==> src/rtl/lcdseq_pkg.sv <==
package lcdseq_pkg;

   // 2-bit drive level codes handed to the analog stage
   typedef enum logic [1:0] {
      LV_GND = 2'b00,
      LV_LOW = 2'b01,
      LV_UPP = 2'b10,
      LV_TOP = 2'b11
   } lvl_e;

   // level of a common pin: selected or idle, per polarity and bias
   function automatic lvl_e com_level(input logic sel, input logic pol, input logic half);
      if (sel)  return pol ? LV_GND : LV_TOP;
      if (half) return LV_LOW;
      return pol ? LV_UPP : LV_LOW;
   endfunction

   // level of a segment pin: lit or unlit, per polarity and bias
   function automatic lvl_e seg_level(input logic lit, input logic pol, input logic half);
      if (lit)  return pol ? LV_TOP : LV_GND;
      if (half) return LV_LOW;
      return pol ? LV_LOW : LV_UPP;
   endfunction

   function automatic int max4(input int a, input int b, input int c, input int d);
      int m;
      m = a;
      if (b > m) m = b;
      if (c > m) m = c;
      if (d > m) m = d;
      return m;
   endfunction

endpackage

==> src/rtl/lcdseq_timebase.sv <==
module lcdseq_timebase #(
   parameter int DIV_R0     = 8,
   parameter int DIV_R1     = 9,
   parameter int DIV_R2     = 10,
   parameter int DIV_R3     = 12,
   parameter int BLINK_HALF = 640
) (
   input  logic       clk,
   input  logic       rst_n,
   input  logic       tick,
   input  logic [1:0] rate,
   output logic       ph_adv,
   output logic [2:0] blink_step
);
   localparam int MAXDIV = lcdseq_pkg::max4(DIV_R0, DIV_R1, DIV_R2, DIV_R3);
   localparam int PW     = (MAXDIV > 1) ? $clog2(MAXDIV) : 1;
   localparam int BW     = (BLINK_HALF > 1) ? $clog2(BLINK_HALF) : 1;

   if (DIV_R0 < 1 || DIV_R1 < 1 || DIV_R2 < 1 || DIV_R3 < 1) begin : g_bad_div
      $error("lcdseq_timebase: every phase divider must be at least 1");
   end
   if (BLINK_HALF < 1) begin : g_bad_blink
      $error("lcdseq_timebase: BLINK_HALF must be at least 1");
   end

   logic [PW-1:0] ph_cnt;
   logic [PW-1:0] ph_last;
   logic          ph_wrap;
   logic          bk_adv;

   always_comb begin
      case (rate)
         2'd0:    ph_last = PW'(DIV_R0 - 1);
         2'd1:    ph_last = PW'(DIV_R1 - 1);
         2'd2:    ph_last = PW'(DIV_R2 - 1);
         default: ph_last = PW'(DIV_R3 - 1);
      endcase
   end

   // >= so that a switch to a shorter rate mid-phase never overruns
   assign ph_wrap = (ph_cnt >= ph_last);
   assign ph_adv  = tick && ph_wrap;

   always_ff @(posedge clk) begin
      if (!rst_n) begin
         ph_cnt <= '0;
      end else if (tick) begin
         ph_cnt <= ph_wrap ? '0 : ph_cnt + 1'b1;
      end
   end

   if (BLINK_HALF == 1) begin : g_bk_direct
      assign bk_adv = tick;
   end else begin : g_bk_prescale
      logic [BW-1:0] bk_cnt;
      logic          bk_wrap;
      assign bk_wrap = (bk_cnt == BW'(BLINK_HALF - 1));
      assign bk_adv  = tick && bk_wrap;
      always_ff @(posedge clk) begin
         if (!rst_n) begin
            bk_cnt <= '0;
         end else if (tick) begin
            bk_cnt <= bk_wrap ? '0 : bk_cnt + 1'b1;
         end
      end
   end

   always_ff @(posedge clk) begin
      if (!rst_n) begin
         blink_step <= '0;
      end else if (bk_adv) begin
         blink_step <= blink_step + 1'b1;
      end
   end

endmodule

==> src/rtl/lcdseq_scan.sv <==
module lcdseq_scan #(
   parameter  int NCOM = 4,
   localparam int CW   = (NCOM > 1) ? $clog2(NCOM) : 1
) (
   input  logic          clk,
   input  logic          rst_n,
   input  logic          ph_adv,
   input  logic          frame_inv,
   output logic [CW-1:0] com_idx,
   output logic          pol,
   output logic          frame_pulse
);
   logic          last_com;
   logic [CW-1:0] com_nxt;

   assign last_com = (com_idx == CW'(NCOM - 1));

   if ((NCOM & (NCOM - 1)) == 0) begin : g_pow2
      assign com_nxt = com_idx + 1'b1;
   end else begin : g_cmp
      assign com_nxt = last_com ? '0 : com_idx + 1'b1;
   end

   always_ff @(posedge clk) begin
      if (!rst_n) begin
         com_idx     <= '0;
         pol         <= 1'b0;
         frame_pulse <= 1'b0;
      end else begin
         frame_pulse <= ph_adv && last_com;
         if (ph_adv) begin
            com_idx <= com_nxt;
            if (!frame_inv || last_com) begin
               pol <= ~pol;
            end
         end
      end
   end

endmodule

==> src/rtl/lcdseq_segsel.sv <==
module lcdseq_segsel #(
   parameter  int NSEG = 50,
   parameter  int NCOM = 4,
   localparam int CW   = (NCOM > 1) ? $clog2(NCOM) : 1
) (
   input  logic [NSEG*NCOM-1:0] ram_bits,
   input  logic [CW-1:0]        com_idx,
   input  logic                 blank,
   input  logic                 all_on,
   input  logic                 all_off,
   input  logic                 blink_dark,
   output logic [NSEG-1:0]      seg_on
);
   logic [NSEG-1:0] raw;

   for (genvar k = 0; k < NSEG; k++) begin : g_seg
      logic [NCOM-1:0] nib;
      assign nib    = ram_bits[k*NCOM +: NCOM];
      assign raw[k] = nib[com_idx];
   end

   // priority: blank, forced dark, forced lit, blink dark half, memory
   always_comb begin
      if (blank || all_off) begin
         seg_on = '0;
      end else if (all_on) begin
         seg_on = '1;
      end else if (blink_dark) begin
         seg_on = '0;
      end else begin
         seg_on = raw;
      end
   end

endmodule

==> src/rtl/lcdseq_levels.sv <==
module lcdseq_levels #(
   parameter  int NSEG = 50,
   parameter  int NCOM = 4,
   localparam int CW   = (NCOM > 1) ? $clog2(NCOM) : 1
) (
   input  logic [NSEG-1:0]   seg_on,
   input  logic [CW-1:0]     com_idx,
   input  logic              pol,
   input  logic              blank,
   input  logic              half_bias,
   output logic [2*NCOM-1:0] com_lvl,
   output logic [2*NSEG-1:0] seg_lvl
);
   import lcdseq_pkg::*;

   for (genvar n = 0; n < NCOM; n++) begin : g_com
      assign com_lvl[2*n +: 2] = blank ? LV_GND
                                       : com_level(com_idx == CW'(n), pol, half_bias);
   end

   for (genvar k = 0; k < NSEG; k++) begin : g_seg
      assign seg_lvl[2*k +: 2] = blank ? LV_GND
                                       : seg_level(seg_on[k], pol, half_bias);
   end

endmodule

==> src/rtl/lcdseq_top.sv <==
module lcdseq_top #(
   parameter  int NSEG       = 50,
   parameter  int NCOM       = 4,
   parameter  int DIV_R0     = 8,
   parameter  int DIV_R1     = 9,
   parameter  int DIV_R2     = 10,
   parameter  int DIV_R3     = 12,
   parameter  int BLINK_HALF = 640,
   localparam int CW         = (NCOM > 1) ? $clog2(NCOM) : 1
) (
   input  logic                 clk,
   input  logic                 rst_n,
   input  logic                 tick,
   input  logic                 disp_on,
   input  logic                 inh_n,
   input  logic                 frame_inv,
   input  logic                 half_bias,
   input  logic [1:0]           rate_sel,
   input  logic [1:0]           blink_sel,
   input  logic                 all_on,
   input  logic                 all_off,
   input  logic [NSEG*NCOM-1:0] ram_bits,
   output logic [CW-1:0]        com_sel,
   output logic                 inv_phase,
   output logic                 frame_pulse,
   output logic [NSEG-1:0]      seg_on,
   output logic [2*NCOM-1:0]    com_lvl,
   output logic [2*NSEG-1:0]    seg_lvl
);
   if (NSEG < 1) begin : g_bad_nseg
      $error("lcdseq_top: NSEG must be at least 1");
   end
   if (NCOM < 2) begin : g_bad_ncom
      $error("lcdseq_top: NCOM must be at least 2");
   end

   logic       ph_adv;
   logic [2:0] blink_step;
   logic       blink_dark;
   logic       blank;

   assign blank = !disp_on || !inh_n;

   // the step counter's low bit toggles each half-step: bit 0 → 2 Hz, bit 2 → 0.5 Hz
   always_comb begin
      case (blink_sel)
         2'b01:   blink_dark = blink_step[2];
         2'b10:   blink_dark = blink_step[1];
         2'b11:   blink_dark = blink_step[0];
         default: blink_dark = 1'b0;
      endcase
   end

   lcdseq_timebase #(
      .DIV_R0     (DIV_R0),
      .DIV_R1     (DIV_R1),
      .DIV_R2     (DIV_R2),
      .DIV_R3     (DIV_R3),
      .BLINK_HALF (BLINK_HALF)
   ) u_tb (
      .clk        (clk),
      .rst_n      (rst_n),
      .tick       (tick),
      .rate       (rate_sel),
      .ph_adv     (ph_adv),
      .blink_step (blink_step)
   );

   lcdseq_scan #(.NCOM(NCOM)) u_scan (
      .clk         (clk),
      .rst_n       (rst_n),
      .ph_adv      (ph_adv),
      .frame_inv   (frame_inv),
      .com_idx     (com_sel),
      .pol         (inv_phase),
      .frame_pulse (frame_pulse)
   );

   lcdseq_segsel #(.NSEG(NSEG), .NCOM(NCOM)) u_sel (
      .ram_bits   (ram_bits),
      .com_idx    (com_sel),
      .blank      (blank),
      .all_on     (all_on),
      .all_off    (all_off),
      .blink_dark (blink_dark),
      .seg_on     (seg_on)
   );

   lcdseq_levels #(.NSEG(NSEG), .NCOM(NCOM)) u_lvl (
      .seg_on    (seg_on),
      .com_idx   (com_sel),
      .pol       (inv_phase),
      .blank     (blank),
      .half_bias (half_bias),
      .com_lvl   (com_lvl),
      .seg_lvl   (seg_lvl)
   );

endmodule

==> config.mk <==
export PLATFORM = sky130hd
export DESIGN_NAME = lcdseq_top
export DESIGN_NICKNAME = d
export VERILOG_FILES = /design/src/rtl/lcdseq_pkg.sv /design/src/rtl/lcdseq_timebase.sv /design/src/rtl/lcdseq_scan.sv /design/src/rtl/lcdseq_segsel.sv /design/src/rtl/lcdseq_levels.sv /design/src/rtl/lcdseq_top.sv
export SDC_FILE = /design/constraint.sdc
export NUM_CORES = 1
export LEC_CHECK = 0
export ABC_AREA = 1
export ABC_CLOCK_PERIOD_IN_PS = 3400
export BUFFER_PORTS_ARGS = -buffer_cell sky130_fd_sc_hd__clkbuf_2
export CORE_AREA = 5 5 145 147
export CTS_CLUSTER_DIAMETER = 40
export DETAILED_ROUTE_END_ITERATION = 8
export DIE_AREA = 0 0 150 152
export SLEW_MARGIN = 40
export SYNTH_ARGS = -nofsm -noshare
export SYNTH_HDL_FRONTEND = slang
export SYNTH_SLANG_ARGS = --single-unit
==> constraint.sdc <==
create_clock -name clk -period 3.4 [get_ports clk]
set_input_delay 0.68 -clock clk [delete_from_list [all_inputs] [get_ports clk]]
set_output_delay 0.68 -clock clk [all_outputs]
set_load 0.05 [all_outputs]
==> key figures <==
Timing
  – Period utilization: 0.931
  – Final TNS setup: 0 ns
  – Setup Skew: 0.00181 ns
  – RSZ-0062 raised after global routing: false
  – Min cycle time layout: 3.17 ns
  – Fmax: 0.316 GHz
  – Setup Viol. Count Final: 0
  – Slew headroom: 0.543
  – Worst Tran Pin Value: 0.685 ns
  – Slew Viols, Final: 0
  – Final hold violation count: 0

Yosys
  – XOR/XNOR Fraction of Synth Area: 0.00628
  – Synth top area share: 0.288
  – Mapped Cells: 1212
  – Synth Area in Simple Gates: 0.530
  – Post-synth top flop: dfxtp_1
  – Cell area after technology mapping: 5580 µm²
  – EDFF count, synth: 0
  – Post-synthesis mux area share: 0
  – Seq cells post-synth: 21
  – Yosys warning count: 0
  – Cell taking the most area after synthesis: nand2_1
  – Seq/Total Area, Yosys: 0.0753
  – Avg Synthesized Cell Area: 4.61 µm²
  – Syn_nets: 1439
  – Main combinational cell family by area after synthesis: simple AND/OR/NAND/NOR gates
  – Asr flop ratio synth: 0
  – Top cells by area, synth: nand2_1, inv_1, nand3_1
  – Synth Area in Compound Gates: 0.112
  – Post-synthesis cell type count: 21
  – Post-synthesis adder-cell area fraction: 0.0314

Place
  – Hpwl dp: 19700 µm
  – Final GP Congestion: 0.938
  – PortBufs: 374

Critical path
  – Worst path arrival time: 2.49 ns
  – Worst Reg-to-Reg Cells: 8
  – Reg-to-Reg Start: u_tb.g_bk_prescale.bk_cnt[0]$_SDFFE_PN0P_
  – R2R setup slack: 1.73 ns
  – WP depth: 11
  – WP buf/inv: 4
  – Cell family with most CP delay: simple AND/OR/NAND/NOR gates
  – Required time worst endpoint: 2.72 ns
  – Startpoint Class: input pin
  – Worst setup path start: blink_sel[0]
  – CP max-delay cell: nand2_2
  – Critical Path Max Stage Delay: 0.37 ns
  – Worst path cell trace: clkbuf_2 > inv_1 > o21bai_1 > nand2_2 > buf_12 > nand2_1 > nand2_1 > nand3_1 > nand2_1 > nor2_1 > clkbuf_2
  – Crit path kind: in2out
  – Reg-to-Reg End: u_tb.blink_step[2]$_SDFFE_PN0P_
  – CP max FO: 26
  – Critical path's most frequent cell: nand2_1
  – Critical path endpoint: seg_lvl[59]
  – Worst Setup End Kind: primary output

CTS
  – Clock sinks: 21
  – Clk root buf: clkbuf_16
  – Clock tree from TritonCTS: done
  – Setup bufs post-CTS: 0
  – Worst skew pair latency: 0.25 ns
  – CTS buffer count: 3
  – Hold Buf Count CTS: 0
  – Worst-path clk slew: 0.05 ns
  – Cells resized by post-CTS repair: 0
  – Max Root-Sink Buffers: 2
  – H-tree Lvls: 1

Floorplanning
  – Die height: 152 µm
  – IO Count: 375
  – Core Footprint: 19800 µm²
  – Num rows: 52
  – Chip Width: 150 µm
  – Die Area: 22800 µm²
  – Effective utilization at floorplan: 0.282

Route
  – Post-route ant nets: 0
  – Final WL: 25400 µm
  – DRT iter0 DRCs: 413
  – Routed wire length per instance: 14.2 µm
  – DRC viols: 0
  – Via count: 8393
  – Vias per cell: 4.68
  – Drt first pass iters: 6

Power
  – Power Total: 0.00166 W
  – Max rail drop VDD: 0.000137 V
  – Leak pwr: 5.07 nW
  – P per Cell Area: 217 nW/µm²

Global routing
  – Total grt overflow: 0
  – Overall Global Routing Usage: 0.204
  – Vias in the first global route: 7546
  – Initial antenna violation count: 0
  – Largest net degree at the start of global routing: 83
  – First-pass GRT wire length: 38900 µm

Final layout
  – Diode count: 0
  – Fillers: 2363
  – Area grow syn2layout: 37.0%
  – Layout cell share with drive strength beyond 1: 0.268
  – Final net count: 1751

Worst hold path
  – Worst min path class: reg2reg

Status
  – Outcome: completed

Job
  – Max Cap Viol: 0
## synth_stat cells, types with 7 or more instances
cell,number
ha_1,14
buf_2,22
nand2_1,428
dfxtp_1,21
nand3_1,158
clkbuf_1,31
o21ai_0,10
buf_6,18
a21oi_1,110
nor3_1,7
inv_1,227
nor2_1,133
buf_1,13
## per-stage QoR
step           utilization  worst slack [ns]  hold slack [ns]  cells  cell area (µm²)
2_1_floorplan            -             0.509            0.445   1212             5580
3_3_place_gp         0.383             0.244            0.461   1789             7570
3_5_place_dp         0.383             0.230            0.464   1789             7570
4_1_cts              0.387             0.226            0.472   1793             7650
5_1_grt              0.387            0.0393            0.483   1793             7650
6_report             0.387             0.234            0.473   1793             7650
## power breakdown
part	internal (W)	leakage, nW	switching (W)
Combinational	0.000339	4.86	0.000808
Clock	0.000160	0.0382	0.0000893
Sequential	0.000253	0.172	0.0000103
## area by class of cell
class	instances	area [µm²]	share of cell area
inverter	233	881	0.115
sequential	21	425	0.0556
tap	270	338	0.0442
multi-input combinational	872	3810	0.498
clock buffer	4	78.8	0.0103
timing repair buffer	393	2110	0.276
## state kept, by name (all words and copies together) (netlist names)
register                   count
u_scan.com_idx                 2
u_tb.ph_cnt                    4
u_tb.g_bk_prescale.bk_cnt     10
u_scan.pol                     1
u_scan.frame_pulse             1
u_tb.blink_step                3
## worst min-delay path by stage
stage | slack, ns | end | cells past startpoint | from
final | 0.47 | u_tb.g_bk_prescale.bk_cnt[1]$_SDFFE_PN0P_ | 2 | u_tb.g_bk_prescale.bk_cnt[1]$_SDFFE_PN0P_
after detailed placement | 0.46 | u_tb.blink_step[2]$_SDFFE_PN0P_ | 2 | u_tb.blink_step[2]$_SDFFE_PN0P_
after floorplan | 0.44 | u_tb.blink_step[2]$_SDFFE_PN0P_ | 2 | u_tb.blink_step[2]$_SDFFE_PN0P_
after CTS | 0.47 | u_tb.g_bk_prescale.bk_cnt[1]$_SDFFE_PN0P_ | 2 | u_tb.g_bk_prescale.bk_cnt[1]$_SDFFE_PN0P_
after global placement | 0.46 | u_tb.blink_step[2]$_SDFFE_PN0P_ | 2 | u_tb.blink_step[2]$_SDFFE_PN0P_
after global routing | 0.48 | u_tb.g_bk_prescale.bk_cnt[1]$_SDFFE_PN0P_ | 2 | u_tb.g_bk_prescale.bk_cnt[1]$_SDFFE_PN0P_
## logic make-up after synthesis
kind of cell,after synthesis
and+or+nand+nor,730
AOI/OAI and AO/OA,124
adders and majority gates,14
buffers and inverters,319
xor gates and xnor gates,4
DFF,21
## worst reg2reg max path, delay by kind of cell, from the launching register on
| family | cells | cell delay [ns] |
|---|---|---|
| AOI/OAI and AO/OA | 2 | 0.23 |
| adders and majority gates | 1 | 0.20 |
| DFF | 1 | 0.36 |
| and+or+nand+nor | 5 | 0.79 |
## per-layer routing
layer  vias to the layer above  GRT usage  share of wire
met4                         0     0.0580          0.028
met2                       396      0.361           0.48
li1                       4268          -              -
met3                        52     0.0313          0.084
met1                      3677      0.254           0.40
met5                         -          0              0
## cells in the final DEF, fill, tap and decap left out
cell type,netlist,layout
clkinv_2,0,3
o21bai_1,2,2
nor3_1,7,7
o21ai_0,10,10
nand2_1,428,427
inv_1,227,226
inv_4,0,1
nor2_1,133,131
buf_4,2,11
o22ai_1,1,1
nor2_4,0,2
dfxtp_2,0,1
clkbuf_2,0,374
buf_12,0,8
clkbuf_1,31,1
clkbuf_16,0,3
o21ai_1,1,1
dfxtp_1,21,19
a21oi_1,110,110
dfxtp_4,0,1
nor3b_1,1,1
nand4_1,3,3
inv_2,6,3
ha_1,14,14
nand2_2,0,1
nand3_1,158,158
xor2_1,4,4
(Power assumes the default switching activity.)
